**src/rtl/regbank_pkg.sv**
```systemverilog
package regbank_pkg;

    localparam int DATA_W  = 32;
    localparam int STAT_W  = 8;
    localparam int PC_W    = DATA_W - STAT_W;
    localparam int NARCH   = 16;
    localparam int IDX_W   = $clog2(NARCH);
    localparam int NUSR    = NARCH - 1;        // user bank: indices 0..14
    localparam int NFIQ    = 7;                // indices 8..14
    localparam int NSMALL  = 2;                // indices 13..14
    localparam int FIQ_LO  = NUSR - NFIQ;      // 8
    localparam int SML_LO  = NUSR - NSMALL;    // 13
    localparam int BASE_FIQ = NUSR;
    localparam int BASE_IRQ = BASE_FIQ + NFIQ;
    localparam int BASE_SVC = BASE_IRQ + NSMALL;
    localparam int NGPR    = BASE_SVC + NSMALL; // 26 ordinary words
    localparam int PHYS_PC = NGPR;              // 26
    localparam int NPHYS   = NGPR + 1;          // 27
    localparam int PHYS_W  = $clog2(NPHYS);

    typedef enum logic [1:0] {
        MODE_USR = 2'b00,
        MODE_FIQ = 2'b01,
        MODE_IRQ = 2'b10,
        MODE_SVC = 2'b11
    } mode_t;

    typedef logic [IDX_W-1:0]  arch_idx_t;
    typedef logic [PHYS_W-1:0] phys_idx_t;
    typedef logic [DATA_W-1:0] word_t;

    typedef struct packed {
        logic      en;
        phys_idx_t phys;
        word_t     data;
        logic      stat;
    } wr_req_t;

    function automatic phys_idx_t map_phys(input arch_idx_t idx, input mode_t m);
        int i;
        i = int'(idx);
        if (i == NARCH - 1)
            return phys_idx_t'(PHYS_PC);
        case (m)
            MODE_FIQ: if (i >= FIQ_LO) return phys_idx_t'(BASE_FIQ + i - FIQ_LO);
            MODE_IRQ: if (i >= SML_LO) return phys_idx_t'(BASE_IRQ + i - SML_LO);
            MODE_SVC: if (i >= SML_LO) return phys_idx_t'(BASE_SVC + i - SML_LO);
            default: ;
        endcase
        return phys_idx_t'(i);
    endfunction

endpackage

```
**src/rtl/rb_bank_map.sv**
```systemverilog
module rb_bank_map
    import regbank_pkg::*;
(
    input  arch_idx_t idx,
    input  mode_t     mode,
    output phys_idx_t phys
);
    always_comb phys = map_phys(idx, mode);
endmodule

```
**src/rtl/rb_storage.sv**
```systemverilog
module rb_storage
    import regbank_pkg::*;
(
    input  logic      clk,
    input  logic      rst,
    input  wr_req_t   wr,
    input  phys_idx_t rd0_phys,
    input  phys_idx_t rd1_phys,
    output word_t     rd0_data,
    output word_t     rd1_data,
    output word_t     r15_word
);
    word_t             gpr [NGPR];
    logic [PC_W-1:0]   pc_q;
    logic [STAT_W-1:0] stat_q;

    always_ff @(posedge clk) begin
        if (rst) begin
            for (int p = 0; p < NGPR; p++) gpr[p] <= '0;
            pc_q   <= '0;
            stat_q <= '0;
        end else if (wr.en) begin
            if (wr.phys == phys_idx_t'(PHYS_PC)) begin
                pc_q <= wr.data[PC_W-1:0];
                if (wr.stat) stat_q <= wr.data[DATA_W-1:PC_W];
            end else begin
                for (int p = 0; p < NGPR; p++)
                    if (wr.phys == phys_idx_t'(p)) gpr[p] <= wr.data;
            end
        end
    end

    assign r15_word = {stat_q, pc_q};

    function automatic word_t pick(input phys_idx_t ph);
        word_t v;
        v = r15_word;
        for (int p = 0; p < NGPR; p++)
            if (ph == phys_idx_t'(p)) v = gpr[p];
        return v;
    endfunction

    always_comb begin
        rd0_data = pick(rd0_phys);
        rd1_data = pick(rd1_phys);
    end
endmodule

```
**src/rtl/regbank_top.sv**
```systemverilog
module regbank_top
    import regbank_pkg::*;
(
    input  logic        clk,
    input  logic        rst,
    input  logic        mode_we,
    input  logic [1:0]  mode_in,
    output logic [1:0]  cur_mode,
    input  logic [3:0]  rd_a_idx,
    output logic [31:0] rd_a_data,
    input  logic [3:0]  rd_b_idx,
    output logic [31:0] rd_b_data,
    input  logic        wr_en,
    input  logic [3:0]  wr_idx,
    input  logic [31:0] wr_data,
    input  logic        stat_we,
    output logic [31:0] r15_word
);
    localparam int NPORT = 3; // read A, read B, write

    mode_t     mode_q;
    arch_idx_t port_idx  [NPORT];
    phys_idx_t port_phys [NPORT];
    wr_req_t   wr;

    always_ff @(posedge clk) begin
        if (rst)          mode_q <= MODE_SVC;
        else if (mode_we) mode_q <= mode_t'(mode_in);
    end
    assign cur_mode = mode_q;

    assign port_idx[0] = rd_a_idx;
    assign port_idx[1] = rd_b_idx;
    assign port_idx[2] = wr_idx;

    for (genvar k = 0; k < NPORT; k++) begin : g_map
        rb_bank_map u_map (
            .idx  (port_idx[k]),
            .mode (mode_q),
            .phys (port_phys[k])
        );
    end

    always_comb begin
        wr.en   = wr_en;
        wr.phys = port_phys[2];
        wr.data = wr_data;
        wr.stat = stat_we;
    end

    rb_storage u_store (
        .clk      (clk),
        .rst      (rst),
        .wr       (wr),
        .rd0_phys (port_phys[0]),
        .rd1_phys (port_phys[1]),
        .rd0_data (rd_a_data),
        .rd1_data (rd_b_data),
        .r15_word (r15_word)
    );
endmodule

```
**config.mk**
```make
export PLATFORM = sky130hd
export DESIGN_NAME = regbank_top
export DESIGN_NICKNAME = d
export VERILOG_FILES = /design/src/rtl/regbank_pkg.sv /design/src/rtl/rb_bank_map.sv /design/src/rtl/rb_storage.sv /design/src/rtl/regbank_top.sv
export SDC_FILE = /design/constraint.sdc
export NUM_CORES = 2
export LEC_CHECK = 0
export CAP_MARGIN = 20
export CORE_UTILIZATION = 45
export DETAILED_ROUTE_END_ITERATION = 10
export GPL_TIMING_DRIVEN = 1
export PLACE_DENSITY = 0.72
export SYNTH_ARGS = -nofsm -noshare
export SYNTH_HDL_FRONTEND = slang
export SYNTH_SLANG_ARGS = --single-unit
```
**constraint.sdc**
```tcl
create_clock -name clk -period 4.15 [get_ports clk]
set_input_delay 0.415 -clock clk [delete_from_list [all_inputs] [get_ports clk]]
set_output_delay 0.415 -clock clk [all_outputs]
set_load 0.03 [all_outputs]
```
==> impl_metrics.py <==
metrics = {
    "clocking": {
        "cts_tree": "yes",
        "max-clock-path-buffers": 3,
        "clock_latency_ns": 0.74,
        "cts_buffers": 95,
        "path_clk_slew_ns": 0.06,
        "holdBufCountCts": 0,
        "root_buffer": "clkbuf_16",
        "htree_levels": 3,
        "numClockSinks": 866,
    },
    "global_route": {
        "antenna_found_initial": 9,
        "use_met3_pct": 18.5,
        "grt_pass1_vias": 48800,
        "grtUsageMet2_pct": 73.5,
        "grt.busiest_layer": "met2",
        "use_met1_pct": 68.5,
        "grt_start_max_net_pins": 66,
        "grt_usage_pct": 52.6,
        "grt_pass1_wl_mm": 381,
        "grt_overflow": 0,
    },
    "run": {
        "cap_viol_max_count": 0,
    },
    "sta": {
        "setup_viol": 64,
        "tightest_slew_ns": 1.07,
        "worst_slack_ns": -0.996,
        "slew_headroom_pct": 28.4,
        "rsz0062_at_grt": "yes",
        "finalHoldViolCount": 0,
        "timing.final.crit_period_ns": 5.15,
        "fin_crit_sh_pct": 124,
        "slew_violations": 0,
        "clock_skew_ns": 0.0633,
        "max_freq_ghz": 0.194,
        "setup_tns_ns": -38.19,
    },
    "worst_setup_path": {
        "critPathKind": "reg2out",
        "max_stage_delay_ns": 0.54,
        "cp_slowest_cell": "or4_4",
        "path_cells": "buf_12 -> maj3_2 -> or4_4 -> a211oi_4 -> buf_4 -> nand3_4 -> buf_12 -> buf_8 -> o21ai_2 -> a21oi_2 -> a211oi_2 -> o211ai_1 -> a211oi_2 -> o22ai_2 -> buf_12",
        "cp-start-kind": "register",
        "rr_endpoint": "u_store.gpr[0][383]",
        "cp_max_fo": 5,
        "rr_startpoint": "cur_mode[1]",
        "critPathRequiredTime_ns": 3.73,
        "r2r_setup_slack_ns": 0.80,
        "crit_family": "compound AO/OA/AOI/OAI gates",
        "reg2reg_depth": 12,
        "endpoint_kind": "output port",
        "cp_num_buf_inv": 5,
        "crit_path_frequent_cell": "buf_12",
        "crit_arrival_ns": 4.73,
    },
    "floorplan": {
        "start_util_pct": 45.6,
        "fp.dieH_um": 324,
        "ios": 149,
        "num_rows": 117,
        "fp.dieW_um": 324,
        "core_mm2": 0.102,
        "dieArea_mm2": 0.105,
    },
    "synth": {
        "synth_cell_types": 108,
        "yosysSeqAreaShare_pct": 55.0,
        "async_flop_share_pct": 0,
        "synthesis.nets": 4804,
        "syn_area_per_cell_um2": 9.83,
        "synth_warnings": 0,
        "synth-main-ff-cell": "edfxtp_1",
        "netlist_instances": 4744,
        "ys_seq_elements": 866,
        "synth_area_mm2": 0.0466,
        "synth_enable_flop_cells": 832,
    },
    "place": {
        "place.gp.congestion": 1.12,
        "numPortBuffers": 148,
        "hpwl_mm": 213,
        "pre_cts_ws_ns": -1.48,
    },
    "route": {
        "drt-pass1-iter-count": 7,
        "drc": 0,
        "ant_nets": 0,
        "wire_per_inst_um": 38.2,
        "drt_wl_total_mm": 285,
        "via_count": 53200,
        "drt_iter0_drc": 10200,
        "drt-vias-per-instance": 7.12,
    },
    "cells_and_area": {
        "area_growth_pct": 50.4,
        "utilization_pct": 68.5,
        "finish.net_count": 6083,
        "drive_gt1_share_pct": 37.5,
    },
    "worst_hold_path": {
        "hold_class": "in2reg",
        "hp-start": "rst",
        "min_path_cells": 2,
        "whs_endpoint": "u_store.stat_q[6]",
    },
    "status": {
        "status": "complete, but fails checks",
        "violations": "negative setup slack",
    },
    "power": {
        "powerDensity_mw_per_mm2": 416,
        "power.leakage_nw": 26.8,
        "vdd_drop_max_v": 0.000501,
    },
}
## area by class of cell
| cell class | count | area (um^2) |
|---|---|---|
| inverter | 49 | 184 |
| timing repair buffer | 1575 | 15800 |
| antenna | 3 | 7.51 |
| clock buffer | 123 | 2590 |
| fill | 7753 | 32200 |
| sequential | 866 | 25700 |
| multi-input combinational | 3436 | 23500 |
| clock inverter | 53 | 677 |
| tap | 1368 | 1710 |
## report_power, final
part | leakage, nW | switching, mW | internal, mW | total (mW)
combinational | 16.3 | 5.66 | 3.99 | 9.65
clock | 1.58 | 3.89 | 5.19 | 9.08
sequential | 8.84 | 0.383 | 10.1 | 10.4
## cells in the mapped netlist (18+ instances only)
master / instances / area share (%)
buf_1: 38 / 0.31
mux2i_1: 72 / 1.5
a21o_1: 21 / 0.34
a22o_1: 32 / 0.60
nand3_1: 128 / 1.4
nor4_1: 22 / 0.30
o22ai_1: 178 / 2.4
a21oi_1: 302 / 3.2
edfxtp_1: 832 / 54
nand2_1: 577 / 4.6
buf_4: 20 / 0.32
a22oi_1: 88 / 1.4
a221oi_1: 56 / 1.1
o31ai_1: 30 / 0.48
nor3_1: 62 / 0.67
a222oi_1: 29 / 0.62
o211ai_1: 54 / 0.87
nand4_1: 18 / 0.24
o221ai_1: 67 / 1.3
o21ai_0: 234 / 2.5
a211oi_1: 75 / 1.2
a221o_1: 25 / 0.54
nand2b_1: 58 / 0.78
dfxtp_1: 34 / 1.5
nor2_1: 865 / 7.0
buf_2: 124 / 1.3
o21ai_1: 23 / 0.25
inv_1: 48 / 0.39
a31oi_1: 69 / 0.93
clkbuf_1: 211 / 1.7
## per-layer routing
metal | up-vias | wire, um
li1 | 20600 | -
met1 | 25900 | 98700
met2 | 5558 | 114000
met3 | 1234 | 47400
met4 | 4 | 24800
met5 | - | 138
## timing repair
item                                    4_1_cts  5_1_grt
endpoints found under the setup margin       64       64
setup buffers                                80      151
cloned                                        3        2
pin swaps                                   145      287
gates resized for setup                     562      560
## worst max path at each step
| stage | start | to | slack, ns | cells after the start |
|---|---|---|---|---|
| 2_1_floorplan | rd_a_idx[0] | rd_a_data[3] | 0.004 | 14 |
| 3_3_place_gp | rd_b_idx[0] | rd_b_data[13] | -1.47 | 18 |
| 3_5_place_dp | rd_b_idx[0] | rd_b_data[13] | -1.48 | 18 |
| 4_1_cts | cur_mode[0] | rd_b_data[13] | -0.66 | 16 |
| 5_1_grt | cur_mode[0] | rd_b_data[13] | -1.01 | 14 |
| 6_report | cur_mode[0] | rd_b_data[13] | -1.0 | 15 |
## state kept, by name (all words and copies together), names as in the netlist
| signal | cells |
|---|---|
| u_store.gpr | 832 |
| u_store.stat_q | 8 |
| cur_mode | 2 |
| u_store.pc_q | 24 |
## cells by family (layout without fill, tap and decap cells)
kind of cell	count (synthesis)	after routing	synth area share [%]
other cells	0	3	0
buf+inv	443	1800	4.07
simple gates	1847	1848	16.9
xor+xnor	3	3	0.0563
flops	866	866	55.0
mux	85	85	1.86
fa+ha+maj	10	10	0.266
compound gates	1490	1490	21.8
## cell usage in the layout, fill, tap and decap left out, types with 23 or more instances in the layout
| cell | count |
|---|---|
| a221oi_1 | 35 |
| buf_12 | 211 |
| nand2_2 | 29 |
| buf_8 | 35 |
| a31oi_1 | 36 |
| o221ai_1 | 48 |
| o22ai_2 | 23 |
| nand3_1 | 111 |
| o21ai_0 | 162 |
| a21oi_1 | 242 |
| nor2_4 | 37 |
| nor2_2 | 30 |
| o22ai_1 | 147 |
| buf_4 | 1044 |
| a221o_1 | 24 |
| buf_6 | 196 |
| nand2_1 | 526 |
| a222oi_1 | 29 |
| mux2i_1 | 72 |
| a21oi_2 | 45 |
| edfxtp_1 | 832 |
| a22o_1 | 24 |
| inv_1 | 48 |
| dfxtp_1 | 32 |
| nor2_1 | 804 |
| nand2b_1 | 51 |
| o21ai_2 | 32 |
| nor3_1 | 38 |
| a22oi_1 | 72 |
| clkdlybuf4s50_1 | 77 |
| clkbuf_16 | 100 |
| o211ai_1 | 54 |
| a211oi_1 | 38 |
| o21ai_1 | 48 |
| a211oi_2 | 32 |
## stage by stage
step           cell area, um^2  cells  hold slack [ns]  total power [mW]
3_5_place_dp             60000   7111            0.493              18.3
3_3_place_gp             60000   7111            0.481              18.3
4_1_cts                  66600   7364            0.218              28.0
2_1_floorplan            46900   4744            0.533              13.3
5_1_grt                  70100   7470            0.286              29.4
6_report                 70100   7473            0.246              29.2
Power figures use the tool's default switching activity.
